==> config.mk <==
export PLATFORM = sky130hd
export DESIGN_NAME = hp_ctrl_aligner
export DESIGN_NICKNAME = d
export VERILOG_FILES = /design/src/rtl/hp_align_pkg.sv /design/src/rtl/hp_code_latch.sv /design/src/rtl/hp_delay_line.sv /design/src/rtl/hp_tap_mux.sv /design/src/rtl/hp_ctrl_aligner.sv
export SDC_FILE = /design/constraint.sdc
export NUM_CORES = 1
export LEC_CHECK = 0
export BUFFER_PORTS_ARGS = -buffer_cell sky130_fd_sc_hd__clkbuf_2
export CAP_MARGIN = 30
export CORE_MARGIN = 10
export CORE_UTILIZATION = 44
export CTS_CLUSTER_SIZE = 40
export DETAILED_ROUTE_END_ITERATION = 6
export PLACE_DENSITY_LB_ADDON = 0.25
export SLEW_MARGIN = 20
export SYNTH_ARGS = -nofsm -noshare
export SYNTH_HDL_FRONTEND = slang
export SYNTH_SLANG_ARGS = --single-unit
export TNS_END_PERCENT = 5
==> constraint.sdc <==
create_clock -name clk -period 0.82 [get_ports clk]
set_input_delay 0 -clock clk [delete_from_list [all_inputs] [get_ports clk]]
set_output_delay 0 -clock clk [all_outputs]
set_load 0.02 [all_outputs]
==> src/rtl/hp_align_pkg.sv <==
package hp_align_pkg;

    localparam int unsigned MAX_DELAY = 4;
    localparam int unsigned YUV_DELAY = 2;
    localparam int unsigned TAP_W     = $clog2(MAX_DELAY);

    typedef enum logic [1:0] {
        SHIFT_ALIGN     = 2'b00,
        SHIFT_LAG_HALF  = 2'b01,
        SHIFT_LEAD_HALF = 2'b10,
        SHIFT_LAG_FULL  = 2'b11
    } shift_e;

    typedef struct packed {
        logic pko;
        logic fbl;
    } ovl_ctrl_t;

    localparam int unsigned CTRL_W = $bits(ovl_ctrl_t);

    // Total control delay in half-pixel ticks: base video delay plus signed shift.
    function automatic int unsigned ctrl_delay(input shift_e code);
        case (code)
            SHIFT_ALIGN:     return YUV_DELAY;
            SHIFT_LAG_HALF:  return YUV_DELAY + 1;
            SHIFT_LEAD_HALF: return YUV_DELAY - 1;
            default:         return YUV_DELAY + 2;
        endcase
    endfunction

    // Tap index into a delay line whose stage k holds the input delayed k+1 ticks.
    function automatic logic [TAP_W-1:0] tap_index(input shift_e code);
        int unsigned d;
        d = ctrl_delay(code);
        return TAP_W'(d - 1);
    endfunction

endpackage

==> src/rtl/hp_code_latch.sv <==
module hp_code_latch
    import hp_align_pkg::*;
(
    input  logic   clk,
    input  logic   rst,
    input  logic   load,
    input  shift_e code_in,
    output shift_e code_q
);

    always_ff @(posedge clk) begin
        if (rst) begin
            code_q <= SHIFT_ALIGN;
        end else if (load) begin
            code_q <= code_in;
        end
    end

endmodule

==> src/rtl/hp_delay_line.sv <==
module hp_delay_line #(
    parameter int unsigned W     = 2,
    parameter int unsigned DEPTH = 4
) (
    input  logic                      clk,
    input  logic                      rst,
    input  logic [W-1:0]              din,
    output logic [DEPTH-1:0][W-1:0]   taps
);

    generate
        for (genvar k = 0; k < DEPTH; k++) begin : g_stage
            if (k == 0) begin : g_first
                always_ff @(posedge clk) begin
                    if (rst) taps[k] <= '0;
                    else     taps[k] <= din;
                end
            end else begin : g_next
                always_ff @(posedge clk) begin
                    if (rst) taps[k] <= '0;
                    else     taps[k] <= taps[k-1];
                end
            end
        end
    endgenerate

endmodule

==> src/rtl/hp_tap_mux.sv <==
module hp_tap_mux #(
    parameter int unsigned W     = 2,
    parameter int unsigned DEPTH = 4,
    localparam int unsigned SEL_W = (DEPTH > 1) ? $clog2(DEPTH) : 1
) (
    input  logic [DEPTH-1:0][W-1:0] taps,
    input  logic [SEL_W-1:0]        sel,
    output logic [W-1:0]            dout
);

    always_comb begin
        dout = '0;
        for (int k = 0; k < DEPTH; k++) begin
            if (int'(sel) == k) dout = taps[k];
        end
    end

endmodule

==> src/rtl/hp_ctrl_aligner.sv <==
module hp_ctrl_aligner
    import hp_align_pkg::*;
#(
    parameter int unsigned CH_BITS = 8,
    parameter int unsigned N_CH    = 3,
    localparam int unsigned YUV_W  = CH_BITS * N_CH
) (
    input  logic             clk,
    input  logic             rst,
    input  logic             pix_en,
    input  logic [1:0]       shift_code,
    input  logic             fbl_in,
    input  logic             pko_in,
    input  logic [YUV_W-1:0] yuv_in,
    output logic [YUV_W-1:0] yuv_out,
    output logic             fbl_out,
    output logic             pko_out
);

    shift_e                          code_q;
    ovl_ctrl_t                       ctrl_in;
    ovl_ctrl_t                       ctrl_sel;
    logic [MAX_DELAY-1:0][CTRL_W-1:0] ctrl_taps;
    logic [YUV_DELAY-1:0][YUV_W-1:0]  yuv_taps;
    logic [TAP_W-1:0]                tap_sel;

    assign ctrl_in.fbl = fbl_in;
    assign ctrl_in.pko = pko_in;

    hp_code_latch u_code (
        .clk     (clk),
        .rst     (rst),
        .load    (pix_en),
        .code_in (shift_e'(shift_code)),
        .code_q  (code_q)
    );

    hp_delay_line #(.W(CTRL_W), .DEPTH(MAX_DELAY)) u_ctrl_dly (
        .clk  (clk),
        .rst  (rst),
        .din  (ctrl_in),
        .taps (ctrl_taps)
    );

    hp_delay_line #(.W(YUV_W), .DEPTH(YUV_DELAY)) u_yuv_dly (
        .clk  (clk),
        .rst  (rst),
        .din  (yuv_in),
        .taps (yuv_taps)
    );

    assign tap_sel = tap_index(code_q);

    hp_tap_mux #(.W(CTRL_W), .DEPTH(MAX_DELAY)) u_ctrl_mux (
        .taps (ctrl_taps),
        .sel  (tap_sel),
        .dout (ctrl_sel)
    );

    assign yuv_out = yuv_taps[YUV_DELAY-1];
    assign fbl_out = ctrl_sel.fbl;
    assign pko_out = ctrl_sel.pko;

endmodule


==> impl_metrics.xml <==
<?xml version="1.0" encoding="UTF-8"?>
<metrics>
  <group name="run_status">
    <metric name="outcome" unit="">finished with violations</metric>
    <metric name="violations" unit="">negative setup slack</metric>
  </group>
  <group name="sta">
    <metric name="fin_worst_hold_slack" unit="ns">0.119</metric>
    <metric name="final-max-slew-violation-count" unit="">0</metric>
    <metric name="maxSlewHeadroom" unit="%">85.1</metric>
    <metric name="fin_ws" unit="ns">-0.513</metric>
    <metric name="final_hold_violation_count" unit="">0</metric>
    <metric name="grt_setup_unrepaired" unit="">yes</metric>
    <metric name="final-setup-viol-count" unit="">2</metric>
    <metric name="finalWorstPathRequiredPeriod" unit="ns">1.33</metric>
    <metric name="fmax" unit="MHz">750</metric>
    <metric name="final_tns_setup" unit="ns">-1.02</metric>
    <metric name="final.period_utilization" unit="%">163</metric>
    <metric name="worst-slew-pin-transition" unit="ns">0.224</metric>
    <metric name="finClkSkew" unit="ns">0.00485</metric>
  </group>
  <group name="grt">
    <metric name="antenna_found_initial" unit="">0</metric>
    <metric name="grt.met2_usage" unit="%">17.1</metric>
    <metric name="grtUsageTotal" unit="%">9.68</metric>
    <metric name="grt_pass1_vias" unit="">1280</metric>
    <metric name="use_met1" unit="%">7.94</metric>
    <metric name="globalRoute.busiestLayer" unit="">met2</metric>
    <metric name="grt_start_max_net_pins" unit="">59</metric>
    <metric name="global_route_wire_length_before_repair" unit="um">5460</metric>
    <metric name="overflow_after_grt" unit="">0</metric>
    <metric name="met3_usage" unit="%">5.57</metric>
  </group>
  <group name="floorplan">
    <metric name="core_area" unit="um^2">3970</metric>
    <metric name="pin_count" unit="">57</metric>
    <metric name="initial_core_utilization" unit="%">45.3</metric>
    <metric name="fp.dieH" unit="um">83.9</metric>
    <metric name="chipWidth" unit="um">83.9</metric>
    <metric name="die-area" unit="um^2">7040</metric>
    <metric name="rows" unit="">23</metric>
  </group>
  <group name="logic_synthesis">
    <metric name="yosysTopAreaCellShare" unit="%">64.6</metric>
    <metric name="ys_seq_area_share" unit="%">64.6</metric>
    <metric name="netlist_instances" unit="">150</metric>
    <metric name="postSynthNetCount" unit="">181</metric>
    <metric name="ys_ff_latch" unit="">58</metric>
    <metric name="syn-mean-instance-area" unit="um^2">12.0</metric>
    <metric name="netlist-cell-type-count" unit="">8</metric>
    <metric name="ys.warnings.count" unit="">0</metric>
    <metric name="largest_cells_by_area_after_synthesis" unit="">sky130_fd_sc_hd__dfxtp_1, sky130_fd_sc_hd__nor2b_1, sky130_fd_sc_hd__buf_4</metric>
    <metric name="synthesis.area" unit="um^2">1800</metric>
    <metric name="post-synth-top-area-cell" unit="">sky130_fd_sc_hd__dfxtp_1</metric>
  </group>
  <group name="placed_design">
    <metric name="io_buffers" unit="">56</metric>
    <metric name="dp_cell_count" unit="">227</metric>
    <metric name="pre_cts_slack" unit="ns">-0.213</metric>
    <metric name="last_weighted_congestion_value_of_the_routability_driven_placer" unit="">0.748</metric>
    <metric name="hpwlAfterDp" unit="um">2060</metric>
  </group>
  <group name="worst_hold_path">
    <metric name="worstHoldPathCells" unit="">3</metric>
    <metric name="hold_path_startpoint" unit="">rst</metric>
    <metric name="hp-class" unit="">input port to register</metric>
    <metric name="hold_end" unit="">u_yuv_dly.taps[41]</metric>
  </group>
  <group name="routing">
    <metric name="detailroute.via_count" unit="">1091</metric>
    <metric name="ant_nets" unit="">0</metric>
    <metric name="route.detailed.vias_per_inst" unit="">4.04</metric>
    <metric name="wire_per_inst" unit="um">12.0</metric>
    <metric name="initialDrtViolationCount" unit="">51</metric>
    <metric name="drt_pre_antenna_iters" unit="">3</metric>
    <metric name="wl" unit="um">3240</metric>
    <metric name="drc" unit="">0</metric>
  </group>
  <group name="setup_path">
    <metric name="setup.reg_to_reg.worst_slack" unit="ns">0.17</metric>
    <metric name="critPathMaxFanout" unit="">3</metric>
    <metric name="r2r_cells" unit="">2</metric>
    <metric name="regToRegEndpoint" unit="">u_code.code_q[0]</metric>
    <metric name="worst_setup_path_start_kind" unit="">register</metric>
    <metric name="cp.arrival" unit="ns">1.33</metric>
    <metric name="critical_path.endpoint_type" unit="">output pin</metric>
    <metric name="worstPathRequired" unit="ns">0.82</metric>
    <metric name="worstSetupPathType" unit="">register to output pin</metric>
    <metric name="reg2reg_from" unit="">u_code.code_q[0]</metric>
  </group>
  <group name="clocking">
    <metric name="clk_path_buf_depth" unit="">2</metric>
    <metric name="clock_slew_at_reported_path_ffs" unit="ns">0.06</metric>
    <metric name="cts_inserted_buffers" unit="">9</metric>
    <metric name="post-cts-setup-buffers" unit="">0</metric>
    <metric name="clkLatencyLatePin" unit="ns">0.31</metric>
    <metric name="cts_tree" unit="">built</metric>
    <metric name="numClockSinks" unit="">58</metric>
    <metric name="clock-root-buffer" unit="">sky130_fd_sc_hd__clkbuf_8</metric>
    <metric name="ctsHtreeMaxLevel" unit="">3</metric>
  </group>
  <group name="power">
    <metric name="worst_ir_drop_vdd" unit="mV">1.68</metric>
    <metric name="power.leakage" unit="uW">0.00113</metric>
    <metric name="design_power_total" unit="uW">5950</metric>
    <metric name="pwr_density_cell" unit="nW/um^2">2370</metric>
  </group>
  <group name="job">
    <metric name="cap_viol_max_count" unit="">0</metric>
  </group>
  <group name="finish">
    <metric name="share_of_cells_above_drive_strength_1" unit="%">35.9</metric>
    <metric name="fin_cells" unit="">270</metric>
    <metric name="mostFrequentLayoutCells" unit="">sky130_fd_sc_hd__nor2b_1, sky130_fd_sc_hd__dfxtp_1, sky130_fd_sc_hd__clkbuf_2</metric>
    <metric name="final_common_cell" unit="">sky130_fd_sc_hd__nor2b_1</metric>
    <metric name="area_growth" unit="%">39.7</metric>
    <metric name="insertedDiodeCount" unit="">0</metric>
    <metric name="fin_nets" unit="">248</metric>
  </group>
</metrics>
-- stage by stage --
stage	area, um^2	util (%)
after CTS	2480	62.4
after detailed placement	1950	49.1
after floorplan	1790	-
after global routing	2510	63.3
after global placement	1950	49.1
final	2510	63.3
-- layer usage --
metal	share of wire (%)	wire length, um	up-vias
li1	-	-	564
met1	38	1230	487
met2	52	1670	36
met3	8.8	284	4
met4	1.7	55	0
met5	0	0	-
-- area by class of cell --
cell class | instances | area [um^2]
fillers | 306 | 1460
repair buffers | 86 | 664
clock inverters | 3 | 40.0
clock buffers | 11 | 151
multi-input cells | 62 | 423
well taps | 50 | 62.6
flip-flops and latches | 58 | 1170
-- registers in the layout (all words and copies together) (netlist names) --
| name | cells |
|---|---|
| u_code.code_q | 2 |
| u_ctrl_dly.taps | 8 |
| u_yuv_dly.taps | 48 |
-- critical path, cell delays in order (launching register included) --
cell,delay (ns)
sky130_fd_sc_hd__dfxtp_4,0.36
sky130_fd_sc_hd__mux4_2,0.51
sky130_fd_sc_hd__buf_8,0.15
-- Yosys cell counts --
library cell and count:
sky130_fd_sc_hd__clkbuf_1 3, sky130_fd_sc_hd__mux4_1 2, sky130_fd_sc_hd__nor2b_1 56, sky130_fd_sc_hd__mux2i_1 2, sky130_fd_sc_hd__dfxtp_1 58, sky130_fd_sc_hd__buf_2 3, sky130_fd_sc_hd__nor2_1 2, sky130_fd_sc_hd__buf_4 24
-- cell families (layout without fill, tap and decap cells) --
| kind of cell | after synthesis | count (layout) | share of synthesized area (%) |
|---|---|---|---|
| mux | 4 | 4 | 4.04 |
| flops | 58 | 58 | 64.6 |
| simple gates | 58 | 58 | 19.9 |
| buf+inv | 30 | 100 | 11.5 |
-- power breakdown --
group / internal (uW) / switching, uW / total (uW)
clock: 1520 / 956 / 2480
combinational: 292 / 195 / 486
sequential: 2950 / 38.2 / 2990
-- what timing repair did --
item	in CTS	in global routing
gates resized for setup	13	33
endpoints found under the setup margin	6	22
hold endpoints to repair	28	0
hold buffers	29	0
-- how the worst max path moves through the flow --
stage	from	end	slack, ns	depth (start not counted)
finish	u_code.code_q[0]	fbl_out	-0.51	2
floorplan	u_code.code_q[0]	fbl_out	-0.08	1
global placement	u_code.code_q[0]	pko_out	-0.18	2
CTS	u_code.code_q[0]	fbl_out	-0.55	2
global route	u_code.code_q[0]	fbl_out	-0.55	2
detailed placement	u_code.code_q[0]	fbl_out	-0.21	2
(Power assumes the default switching activity.)
